$ cat src/rtl/raw10_pkg.sv
package raw10_pkg;
    localparam int PIX_W  = 10;
    localparam int BYTE_W = 8;
    localparam int WORD_W = 16;

    typedef enum logic [1:0] {
        MODE_PASS   = 2'd0,
        MODE_PACK   = 2'd1,
        MODE_SPREAD = 2'd2,
        MODE_RSVD   = 2'd3
    } mode_e;
endpackage

$ cat src/rtl/raw10_launch.sv
module raw10_launch
    import raw10_pkg::*;
(
    input  logic  clk,
    input  logic  rst_n,
    input  logic  start,
    input  mode_e mode,
    input  logic  src_lsb,
    input  logic  dst_lsb,
    input  logic  err_clr,
    input  logic  core_busy,
    output logic  launch,
    output logic  align_err
);
    typedef struct packed {
        logic err;
    } gate_t;

    gate_t gate_d, gate_q;
    logic  misaligned;

    always_comb begin
        // Pack reads 16-bit containers; spread writes them.
        case (mode)
            MODE_PACK:   misaligned = src_lsb;
            MODE_SPREAD: misaligned = dst_lsb;
            default:     misaligned = 1'b0;
        endcase

        gate_d = gate_q;
        launch = 1'b0;
        if (err_clr) begin
            gate_d.err = 1'b0;
        end
        if (start && !core_busy && !gate_q.err) begin
            if (misaligned) begin
                gate_d.err = 1'b1;
            end else begin
                launch = 1'b1;
            end
        end
    end

    always_ff @(posedge clk or negedge rst_n) begin
        if (!rst_n) begin
            gate_q <= '0;
        end else begin
            gate_q <= gate_d;
        end
    end

    assign align_err = gate_q.err;
endmodule

$ cat src/rtl/raw10_len_calc.sv
module raw10_len_calc
    import raw10_pkg::*;
#(
    parameter int CNT_W = 12,
    parameter int REM_W = CNT_W + 1
) (
    input  mode_e             mode,
    input  logic [CNT_W-1:0]  pix,
    output logic [REM_W-1:0]  in_len
);
    localparam int WIDE_W = CNT_W + 4;
    localparam int BSH    = $clog2(BYTE_W);

    logic [WIDE_W-1:0] bits_w;
    logic [WIDE_W-1:0] bytes_w;

    always_comb begin
        bits_w  = WIDE_W'(pix) * WIDE_W'(PIX_W);
        bytes_w = (bits_w + WIDE_W'(BYTE_W - 1)) >> BSH;
        case (mode)
            MODE_PACK:   in_len = {pix, 1'b0};
            MODE_SPREAD: in_len = REM_W'(bytes_w);
            default:     in_len = REM_W'(pix);
        endcase
    end
endmodule

$ cat src/rtl/raw10_repack_core.sv
module raw10_repack_core
    import raw10_pkg::*;
#(
    parameter int CNT_W = 12,
    parameter int REM_W = CNT_W + 1
) (
    input  logic              clk,
    input  logic              rst_n,
    input  logic              launch,
    input  mode_e             launch_mode,
    input  logic [1:0]        launch_ofs,
    input  logic [CNT_W-1:0]  launch_pix,
    input  logic [REM_W-1:0]  launch_len,
    input  logic              in_valid,
    input  logic [BYTE_W-1:0] in_data,
    output logic              in_ready,
    output logic              out_valid,
    output logic [BYTE_W-1:0] out_data,
    output logic              out_last,
    input  logic              out_ready,
    output logic              busy
);
    localparam int ACC_W = 3 * BYTE_W;
    localparam int NB_W  = $clog2(ACC_W + 1);

    typedef struct packed {
        logic              busy;
        mode_e             mode;
        logic [1:0]        ofs;
        logic [REM_W-1:0]  in_rem;
        logic [CNT_W-1:0]  pix_rem;
        logic [ACC_W-1:0]  acc;
        logic [NB_W-1:0]   nbits;
        logic              half;
        logic [BYTE_W-1:0] lo;
        logic              phase;
    } core_t;

    core_t s_d, s_q;

    logic [WORD_W-1:0] word;
    logic              ov, ol, ir, fire_out, fire_in;
    logic [BYTE_W-1:0] od;
    logic [ACC_W-1:0]  acc_a;
    logic [NB_W-1:0]   nb_a;
    logic [PIX_W-1:0]  pix_new;

    always_comb begin
        s_d  = s_q;
        word = WORD_W'(s_q.acc[PIX_W-1:0]) << {s_q.ofs, 1'b0};
        od   = s_q.acc[BYTE_W-1:0];
        ov   = 1'b0;
        ol   = 1'b0;

        // Output side, driven only from registered state
        case (s_q.mode)
            MODE_PACK: begin
                ov = s_q.busy && (s_q.nbits >= NB_W'(BYTE_W) ||
                                  (s_q.in_rem == '0 && s_q.nbits != '0));
                ol = (s_q.in_rem == '0) && (s_q.nbits <= NB_W'(BYTE_W));
            end
            MODE_SPREAD: begin
                ov = s_q.busy && (s_q.pix_rem != '0) && (s_q.nbits >= NB_W'(PIX_W));
                od = s_q.phase ? word[WORD_W-1:BYTE_W] : word[BYTE_W-1:0];
                ol = s_q.phase && (s_q.pix_rem == CNT_W'(1));
            end
            default: begin
                ov = s_q.busy && (s_q.nbits >= NB_W'(BYTE_W));
                ol = (s_q.in_rem == '0);
            end
        endcase
        fire_out = ov && out_ready;

        // Drain the accumulator
        acc_a = s_q.acc;
        nb_a  = s_q.nbits;
        if (fire_out) begin
            if (s_q.mode == MODE_SPREAD) begin
                s_d.phase = !s_q.phase;
                if (s_q.phase) begin
                    acc_a       = s_q.acc >> PIX_W;
                    nb_a        = s_q.nbits - NB_W'(PIX_W);
                    s_d.pix_rem = s_q.pix_rem - 1'b1;
                end
            end else begin
                acc_a = s_q.acc >> BYTE_W;
                nb_a  = (s_q.nbits >= NB_W'(BYTE_W)) ? s_q.nbits - NB_W'(BYTE_W) : '0;
            end
        end

        // Input side: room is judged after this cycle's drain
        case (s_q.mode)
            MODE_PACK:
                ir = s_q.busy && (s_q.in_rem != '0) &&
                     (!s_q.half || nb_a <= NB_W'(ACC_W - PIX_W));
            MODE_SPREAD:
                ir = s_q.busy && (s_q.in_rem != '0) && (nb_a <= NB_W'(ACC_W - BYTE_W));
            default:
                ir = s_q.busy && (s_q.in_rem != '0) && (nb_a == '0);
        endcase
        fire_in = in_valid && ir;
        pix_new = {in_data[1:0], s_q.lo};

        if (fire_in) begin
            s_d.in_rem = s_q.in_rem - 1'b1;
            if (s_q.mode == MODE_PACK) begin
                if (!s_q.half) begin
                    s_d.half = 1'b1;
                    s_d.lo   = in_data;
                end else begin
                    acc_a    = acc_a | (ACC_W'(pix_new) << nb_a);
                    nb_a     = nb_a + NB_W'(PIX_W);
                    s_d.half = 1'b0;
                end
            end else begin
                acc_a = acc_a | (ACC_W'(in_data) << nb_a);
                nb_a  = nb_a + NB_W'(BYTE_W);
            end
        end
        s_d.acc   = acc_a;
        s_d.nbits = nb_a;

        // Line end: drop any residue so the next line starts at bit 0
        if (s_q.busy && s_q.in_rem == '0 &&
            ((s_q.mode == MODE_SPREAD) ? (s_q.pix_rem == '0) : (s_q.nbits == '0))) begin
            s_d.busy  = 1'b0;
            s_d.acc   = '0;
            s_d.nbits = '0;
            s_d.half  = 1'b0;
            s_d.phase = 1'b0;
        end

        if (launch) begin
            s_d.busy    = 1'b1;
            s_d.mode    = launch_mode;
            s_d.ofs     = launch_ofs;
            s_d.in_rem  = launch_len;
            s_d.pix_rem = launch_pix;
            s_d.acc     = '0;
            s_d.nbits   = '0;
            s_d.half    = 1'b0;
            s_d.phase   = 1'b0;
        end
    end

    always_ff @(posedge clk or negedge rst_n) begin
        if (!rst_n) begin
            s_q <= '0;
        end else begin
            s_q <= s_d;
        end
    end

    assign in_ready  = ir;
    assign out_valid = ov;
    assign out_data  = od;
    assign out_last  = ov && ol;
    assign busy      = s_q.busy;
endmodule

$ cat src/rtl/raw10_repack.sv
module raw10_repack
    import raw10_pkg::*;
#(
    parameter int CNT_W = 12
) (
    input  logic              clk,
    input  logic              rst_n,
    input  logic              start,
    input  logic [1:0]        mode,
    input  logic [1:0]        bit_ofs,
    input  logic [CNT_W-1:0]  line_pix,
    input  logic              src_lsb,
    input  logic              dst_lsb,
    input  logic              err_clr,
    output logic              busy,
    output logic              align_err,
    input  logic              in_valid,
    input  logic [BYTE_W-1:0] in_data,
    output logic              in_ready,
    output logic              out_valid,
    output logic [BYTE_W-1:0] out_data,
    output logic              out_last,
    input  logic              out_ready
);
    localparam int REM_W = CNT_W + 1;

    mode_e             mode_sel;
    logic              launch;
    logic [REM_W-1:0]  in_len;

    assign mode_sel = mode_e'(mode);

    raw10_launch u_launch (
        .clk       (clk),
        .rst_n     (rst_n),
        .start     (start),
        .mode      (mode_sel),
        .src_lsb   (src_lsb),
        .dst_lsb   (dst_lsb),
        .err_clr   (err_clr),
        .core_busy (busy),
        .launch    (launch),
        .align_err (align_err)
    );

    raw10_len_calc #(
        .CNT_W (CNT_W),
        .REM_W (REM_W)
    ) u_len (
        .mode   (mode_sel),
        .pix    (line_pix),
        .in_len (in_len)
    );

    raw10_repack_core #(
        .CNT_W (CNT_W),
        .REM_W (REM_W)
    ) u_core (
        .clk         (clk),
        .rst_n       (rst_n),
        .launch      (launch),
        .launch_mode (mode_sel),
        .launch_ofs  (bit_ofs),
        .launch_pix  (line_pix),
        .launch_len  (in_len),
        .in_valid    (in_valid),
        .in_data     (in_data),
        .in_ready    (in_ready),
        .out_valid   (out_valid),
        .out_data    (out_data),
        .out_last    (out_last),
        .out_ready   (out_ready),
        .busy        (busy)
    );
endmodule

$ cat config.mk
export PLATFORM = sky130hd
export DESIGN_NAME = raw10_repack
export DESIGN_NICKNAME = d
export VERILOG_FILES = /design/src/rtl/raw10_pkg.sv /design/src/rtl/raw10_launch.sv /design/src/rtl/raw10_len_calc.sv /design/src/rtl/raw10_repack_core.sv /design/src/rtl/raw10_repack.sv
export SDC_FILE = /design/constraint.sdc
export NUM_CORES = 1
export LEC_CHECK = 0
export BUFFER_PORTS_ARGS = -buffer_cell sky130_fd_sc_hd__buf_2
export CAP_MARGIN = 20
export CORE_ASPECT_RATIO = 0.75
export CORE_UTILIZATION = 54
export DETAILED_ROUTE_END_ITERATION = 8
export GPL_TIMING_DRIVEN = 0
export PLACE_DENSITY = 0.75
export SETUP_SLACK_MARGIN = 0.02
export SLEW_MARGIN = 15
export SYNTH_ARGS = -nofsm -noshare
export SYNTH_HDL_FRONTEND = slang
export SYNTH_HIERARCHICAL = 1
export SYNTH_SLANG_ARGS = --single-unit
$ cat constraint.sdc
create_clock -name clk -period 4.7 [get_ports clk]
set_input_delay 0.94 -clock clk [delete_from_list [all_inputs] [get_ports clk]]
set_output_delay 0.94 -clock clk [all_outputs]
set_load 0.005 [all_outputs]
==> results.toml, run 1 <==
[critical_path]
cp_num_cells = 12
timing.critical_path.arrival_ps = 3610
worst_setup_path_endpoint = "in_ready"
cell_by_cell_listing_of_the_critical_path = "clkbuf_4 -> inv_1 -> ha_1 -> nor2b_2 -> nor3_1 -> or3_1 -> o31ai_4 -> or2_2 -> clkbuf_1 -> o2111a_2 -> a211oi_1 -> buf_2"
cp_max_fo = 10
rr_worst_depth = 12
worstSetupEndpointType = "output pin"
critical-path-slowest-cell = "or3_1"
worstSetupStartpoint = "u_core/s_q[11]"
worst_setup_path_start_kind = "register"
critical_path_required_ps = 3760
critical_path.n_buffers_inverters = 4
ff2ff_setup_slack_ps = 250
timing.rr.end = "u_core/s_q[22]"
cp_top_family = "simple AND/OR/NAND/NOR gates"
critical_path_class = "register to output pin"
timing.rr.start = "u_core/s_q[14]"
max_stage_delay_ps = 460

[layout]
final_standard_cell_utilization_of_the_core_pct = 62.6
number_of_fill_cells = 1215
drive_above_1_share_pct = 13.6
areaGrowthSynthToFinish_pct = 11.5
diodes = 0
nets = 1065

[timing]
final.period_utilization_pct = 96.8
hold_violations = 0
timing.slew.headroom_pct = 39.5
finalClockSkew_ps = 7.64
achievable-frequency_mhz = 220
fin_crit_ps = 4550
final_hold_slack_ps = 533
finalSetupViolations = 0
slew_viol_final = 0
grt_setup_unrepaired = "false"
slew_of_the_pin_with_the_lowest_slew_margin_ps = 896

[global_routing]
grt_antenna_before_repair = 0
globalRoute.busiestLayer = "met1"
grt_util_met3_pct = 8.72
grt_pass1_vias = 7123
globalRouteMet1Util_pct = 58.5
grt_max_degree = 39
met2_usage_pct = 49.3
globalRoute.totalOverflow = 0
grt_util_all_layers_pct = 36.9
grt_pass1_wl_mm = 39.8

[placement]
gp_congestion = 1.01
post-dp-hpwl_mm = 19.1
port_buffers = 43

[logic_synthesis]
synth_xor_xnor_area_share_pct = 3.54
count_of_mapped_cells_out_of_synthesis = 942
post_synth_main_area_contributors = "dfrtp_1, ha_1, o21ai_0"
synth.net_count = 1010
top_reg_cell_synth = "dfrtp_1"
ys_ff_latch = 70
dominant_combinational_cell_family_by_area_after_synthesis = "compound AO/OA/AOI/OAI gates"
synth_area_leader_cell = "dfrtp_1"
share_of_the_synthesized_area_in_compound_gates_ao_oa_aoi_oai_pct = 31.6
syn_area_per_cell_um2 = 7.83
synth_edf_count = 0
synth.distinct_cells = 91
netlist_area_mm2 = 0.00738
synth_simple_gate_area_share_pct = 24.3
muxShareOfSynthArea_pct = 5.04
synth.top_cell.area_share_pct = 23.7
synth-async-reset-ratio_pct = 100
synth-seq-area-share_pct = 23.7
post_synthesis_share_of_cell_area_spent_on_full_adders_half_adders_and_majority_gates_pct = 6.21
yosys_warnings = 6

[clock_network]
worst_setup_hold_path_clk_slew_ps = 60
clock_latency_ps = 350
cts.htree.levels = 3
cts_hold_repair.buffers = 0
cts_max_path_buffers = 2
tritoncts = "yes"
cts_buffers = 9
cts.sinks = 70
root_buffer_cell = "clkbuf_16"

[die]
core.rowCount = 36
num_io_pins = 45
initial_utilization_pct = 56.1
fp.dieW_um = 137
die-height_um = 103
core_region_area_mm2 = 0.0132
area_of_the_die_mm2 = 0.0141

[worst_hold_path]
type_of_the_most_critical_hold_path = "input port to async pin"

[status]
result_of_the_run = "complete, no violations"

[drt]
drt-vias-per-instance = 7.07
firstDrtPassIters = 8
drt.antenna.violating_nets = 0
routed_wire_length_per_instance_um = 21.7
detailedRoute.firstIterationViolations = 1330
totalWireLength_mm = 25.5
detailroute.via_count = 8297
drc = 0

[power]
power.ir.vdd_worst_mv = 0.289
report.power.total_mw = 3.15
p_leak_nw = 3.26
power.density_mw_per_mm2 = 382

[job]
max_cap_viol = 0
per-layer routing:
layer,vias up,part of all wire [%]
li1,3729,-
met1,3889,46
met2,636,38
met3,43,15
met4,0,1.3
met5,-,0
logic make-up (layout without fill, tap and decap cells):
group,after synthesis,after routing
simple gates,342,342
compound gates,330,330
buf+inv,100,160
flops,70,70
fa+ha+maj,36,36
mux,35,35
xor+xnor,29,29
area by class of cell:
| cell class | instances | area [um2] | area share (%) |
|---|---|---|---|
| clock buffers | 9 | 225 | 2.74 |
| multi-input cells | 772 | 5280 | 64.2 |
| repair buffers | 45 | 245 | 2.98 |
| plain buffers | 60 | 259 | 3.15 |
| clock inverters | 7 | 106 | 1.29 |
| inverters | 39 | 146 | 1.78 |
| flip-flops and latches | 70 | 1750 | 21.3 |
| well taps | 171 | 214 | 2.60 |
cell usage in the layout, fill, tap and decap left out, types with 35 or more instances in the layout:
cell      count
clkbuf_1     44
a21oi_1      59
ha_1         35
buf_2        44
dfrtp_1      70
nor2_1       59
nand2_1      85
nand3_1      46
o21ai_0      74
inv_1        37
report_power, final:
group / leakage (nW) / switching (mW) / total (mW) / internal, mW
clock: 0.162 / 0.294 / 0.767 / 0.473
sequential: 0.885 / 0.138 / 0.839 / 0.701
combinational: 2.21 / 0.985 / 1.54 / 0.555
synthesized netlist by cell type, types with 4 or more instances:
library cell	number
a211o_1	11
buf_1	7
nor4_1	15
a31o_2	9
dfrtp_1	70
o31a_1	7
o22ai_1	15
and3_1	14
nor2b_1	8
or2_2	5
o211ai_1	19
inv_1	37
o211a_1	4
xor2_1	8
nand3_1	47
xnor2_1	20
o221ai_1	10
a21oi_1	59
o21ai_0	74
and2_1	4
nand4_1	10
or3_1	17
nand2_1	85
o32ai_1	5
a22oi_1	17
mux2_2	17
o21a_1	4
nor3_1	33
a31oi_1	7
ha_1	35
nand2b_1	10
nor2_1	60
clkbuf_1	47
mux2i_1	18
a221oi_1	9
or4_1	8
and4_1	5
a211oi_1	14
o31ai_1	14
nor3b_1	5
metrics by stage:
| step | TNS, ps | area [um2] | instances | setup WS [ps] |
|---|---|---|---|---|
| after global placement | -2300 | 7810 | 1156 | -377 |
| after detailed placement | -2040 | 7840 | 1158 | -208 |
| after floorplan | 0 | 7380 | 942 | 878 |
| after global routing | 0 | 8230 | 1173 | 10.6 |
| after CTS | 0 | 8190 | 1174 | 31.9 |
| final | 0 | 8230 | 1173 | 152 |
worst min-delay path by stage:
| stage | start | to | slack [ps] | depth (start not counted) |
|---|---|---|---|---|
| 6_report | rst_n | u_core/s_q[49] | 530 | 1 |
| 5_1_grt | rst_n | u_core/s_q[49] | 560 | 1 |
| 4_1_cts | u_core/s_q[32] | u_core/s_q[32] | 530 | 2 |
| 3_5_place_dp | u_core/s_q[32] | u_core/s_q[32] | 520 | 2 |
| 3_3_place_gp | u_core/s_q[32] | u_core/s_q[32] | 520 | 2 |
| 2_1_floorplan | u_core/s_q[32] | u_core/s_q[32] | 470 | 2 |
sequential cells by signal (all words and copies together), names as in the netlist:
signal / count
u_core/pix_new: 8
u_core/s_q: 60
u_launch/align_err: 1
u_core/busy: 1
what timing repair did:
item,CTS,global route
hold endpoints to repair,0,0
resized for setup,4,15
buffers inserted,0,0
setup endpoints to repair,30,35
gates cloned,0,0
Note: power is estimated with default switching activity, not from simulation.
==> run 2: changes to the inputs <==
--- a/config.mk
+++ b/config.mk
@@ -7,7 +7,6 @@
 export LEC_CHECK = 0
 export BUFFER_PORTS_ARGS = -buffer_cell sky130_fd_sc_hd__buf_2
 export CAP_MARGIN = 20
-export CORE_ASPECT_RATIO = 0.75
 export CORE_UTILIZATION = 54
 export DETAILED_ROUTE_END_ITERATION = 8
 export GPL_TIMING_DRIVEN = 0
==> run 2 against run 1 <==
Net effect:
- sequential cell count unchanged
- combinational power decreased by 3%
- hold slack got worse by 77 ps
- clock skew increased by 9.8 ps
- first-iteration DRC count decreased by 21%
- count of clock-buffer cells in the layout increased by 3
- final area about the same
- die area about the same
- global-route usage decreased by 2.2 points
- non-clock buffer count increased by 2
- power decreased by 3.0%
- fmax about the same
- critical path type unchanged
- critical endpoint unchanged
- largest cell class unchanged
- largest power group unchanged
==> results.toml, run 2 (synthesis results as in run 1) <==
[status]
result_of_the_run = "complete, no violations"

[timing]
finalSetupViolations = 0
finalClockSkew_ps = 17.4
hold_violations = 0
setup_slack_ps = 152
fin_setup_tns_ps = 0
achievable-frequency_mhz = 220
fin_crit_ps = 4550
slew_of_the_pin_with_the_lowest_slew_margin_ps = 1140
final.period_utilization_pct = 96.8
slew_viol_final = 0
timing.slew.headroom_pct = 23.2

[layout]
most_frequent_cells_in_the_layout = "nand2_1, o21ai_0, dfrtp_1"
nets = 1067
stdcell_count = 1180
largest_register = "u_core/s_q"
drive_above_1_share_pct = 13.3
flip_flop_count_of_the_largest_register_all_copies_and_words_added = 60
number_of_fill_cells = 1220
final_common_cell = "nand2_1"
diodes = 0
final_standard_cell_utilization_of_the_core_pct = 61.9
areaGrowthSynthToFinish_pct = 11.5

[power]
netSwitchingPower_mw = 1.35
power.density_mw_per_mm2 = 371
power.ir.vdd_worst_mv = 0.198
report.power.total_mw = 3.05
intPower_mw = 1.70
clock_power_share_pct = 23.8
power.switching_fraction_pct = 44.3
seqPwrFrac_pct = 27.2
p_comb_share_pct = 49.0
p_leak_nw = 3.26

[global_routing]
grt_pass1_wl_mm = 38.6
grt_antenna_before_repair = 0
grt_max_degree = 55
grt_util_all_layers_pct = 34.8
grt_pass1_vias = 7380
globalRoute.totalOverflow = 0

[clock_network]
clock_latency_ps = 360
tritoncts = "yes"
cts_hold_repair.buffers = 0
cts.htree.levels = 3
cts_buffers = 9
cts_max_path_buffers = 2
worst_setup_hold_path_clk_slew_ps = 70
root_buffer_cell = "clkbuf_16"
cts.sinks = 70

[placement]
gp_congestion = 0.984
preCtsSetupSlack_ps = 99.3
port_buffers = 43
post-dp-hpwl_mm = 18.4
numPlacedInstances = 1162

[die]
core_region_area_mm2 = 0.0133
fp.dieW_um = 119
num_io_pins = 45
die-height_um = 119
initial_utilization_pct = 55.5
core.rowCount = 42
area_of_the_die_mm2 = 0.0141

[critical_path]
critical_path_required_ps = 3760
worstSetupEndpointType = "output pin"
worst_setup_path_start_kind = "register"
critical_path_class = "register to output pin"
timing.critical_path.arrival_ps = 3610
cp_max_fo = 10

[drt]
top_signal_layer_used = "met4"
detailedRoute.firstIterationViolations = 1052
drt-vias-per-instance = 6.85
drt.antenna.violating_nets = 0
detailroute.via_count = 8078
firstDrtPassIters = 6
drc = 0
met3_length_mm = 2.26
totalWireLength_mm = 24.5
routed_wire_length_per_instance_um = 20.8
dr_wl_met2_mm = 11.0
met1Wirelength_mm = 10.4

[job]
max_cap_viol = 0

[worst_hold_path]
type_of_the_most_critical_hold_path = "input port to async pin"
[run 2: changes by cell type in the layout (fill, tap and decap cells not counted), sizes merged]
cell | before | now
buf | 59 | 61
bufinv | 2 | 1
clkbuf | 55 | 58
clkinv | 5 | 2
clkinvlp | 0 | 2
inv | 39 | 38
[run 2: final timing paths]
kind                                endpoint  slack (ps)  depth (start not counted)           start
setup reg to reg              u_core/s_q[37]         380                         10  u_core/s_q[47]
hold / removal             u_core/pix_new[6]         460                          1           rst_n
max in group asynchronous     u_core/s_q[53]        3670                          2           rst_n
setup / recovery                    in_ready         150                         12  u_core/s_q[11]
hold reg to reg               u_core/s_q[34]         530                          2  u_core/s_q[34]
min in group clk              u_core/s_q[34]         530                          2  u_core/s_q[34]
[run 2: repair_timing]
| item | 4_1_cts | 5_1_grt |
|---|---|---|
| pin swaps | 0 | 1 |
| setup buffers | 0 | 3 |
| endpoints found under the setup margin | 1 | 2 |
| gates resized for setup | 2 | 11 |
[run 2: power by group through the flow]
stage	Combinational (mW)	Clock [mW]	Sequential [mW]
after CTS	1.44	0.732	0.825
after global routing	1.62	0.756	0.846
after floorplan	1.05	0	0.791
final	1.49	0.727	0.830
after detailed placement	1.42	0	0.835
after global placement	1.40	0	0.833
[run 2: stage by stage]
step / hold WS, ps / area (um2)
finish: 456 / 8230
detailed placement: 524 / 7850
CTS: 463 / 8160
floorplan: 466 / 7380
global placement: 518 / 7810
global route: 476 / 8230
[run 2: critical path: stages, from the launching register on]
cell and delay (ps):
dfrtp_1 390, clkbuf_2 290, inv_1 110, ha_1 230
nor2b_1 230, nor3_1 130, or3_1 470, o31ai_4 350
or2_2 170, clkbuf_1 280, o2111a_2 360, a211oi_1 100
buf_2 160
[run 2: final cells by class]
cell class	count	area [um2]	share of cell area, %
Buffer	60	256	3.12
Inverter	39	146	1.78
Clock inverter	4	53.8	0.654
Tap cell	176	220	2.68
Clock buffer	12	256	3.12
Sequential cell	70	1750	21.3
Timing Repair Buffer	47	268	3.26
Multi-Input combinational cell	772	5270	64.1
[run 2: routing by layer]
layer	vias to the layer above	global-route usage (%)
met3	76	7.33
met1	3821	47.4
met4	0	13.7
li1	3738	-
met5	-	0
met2	443	53.6
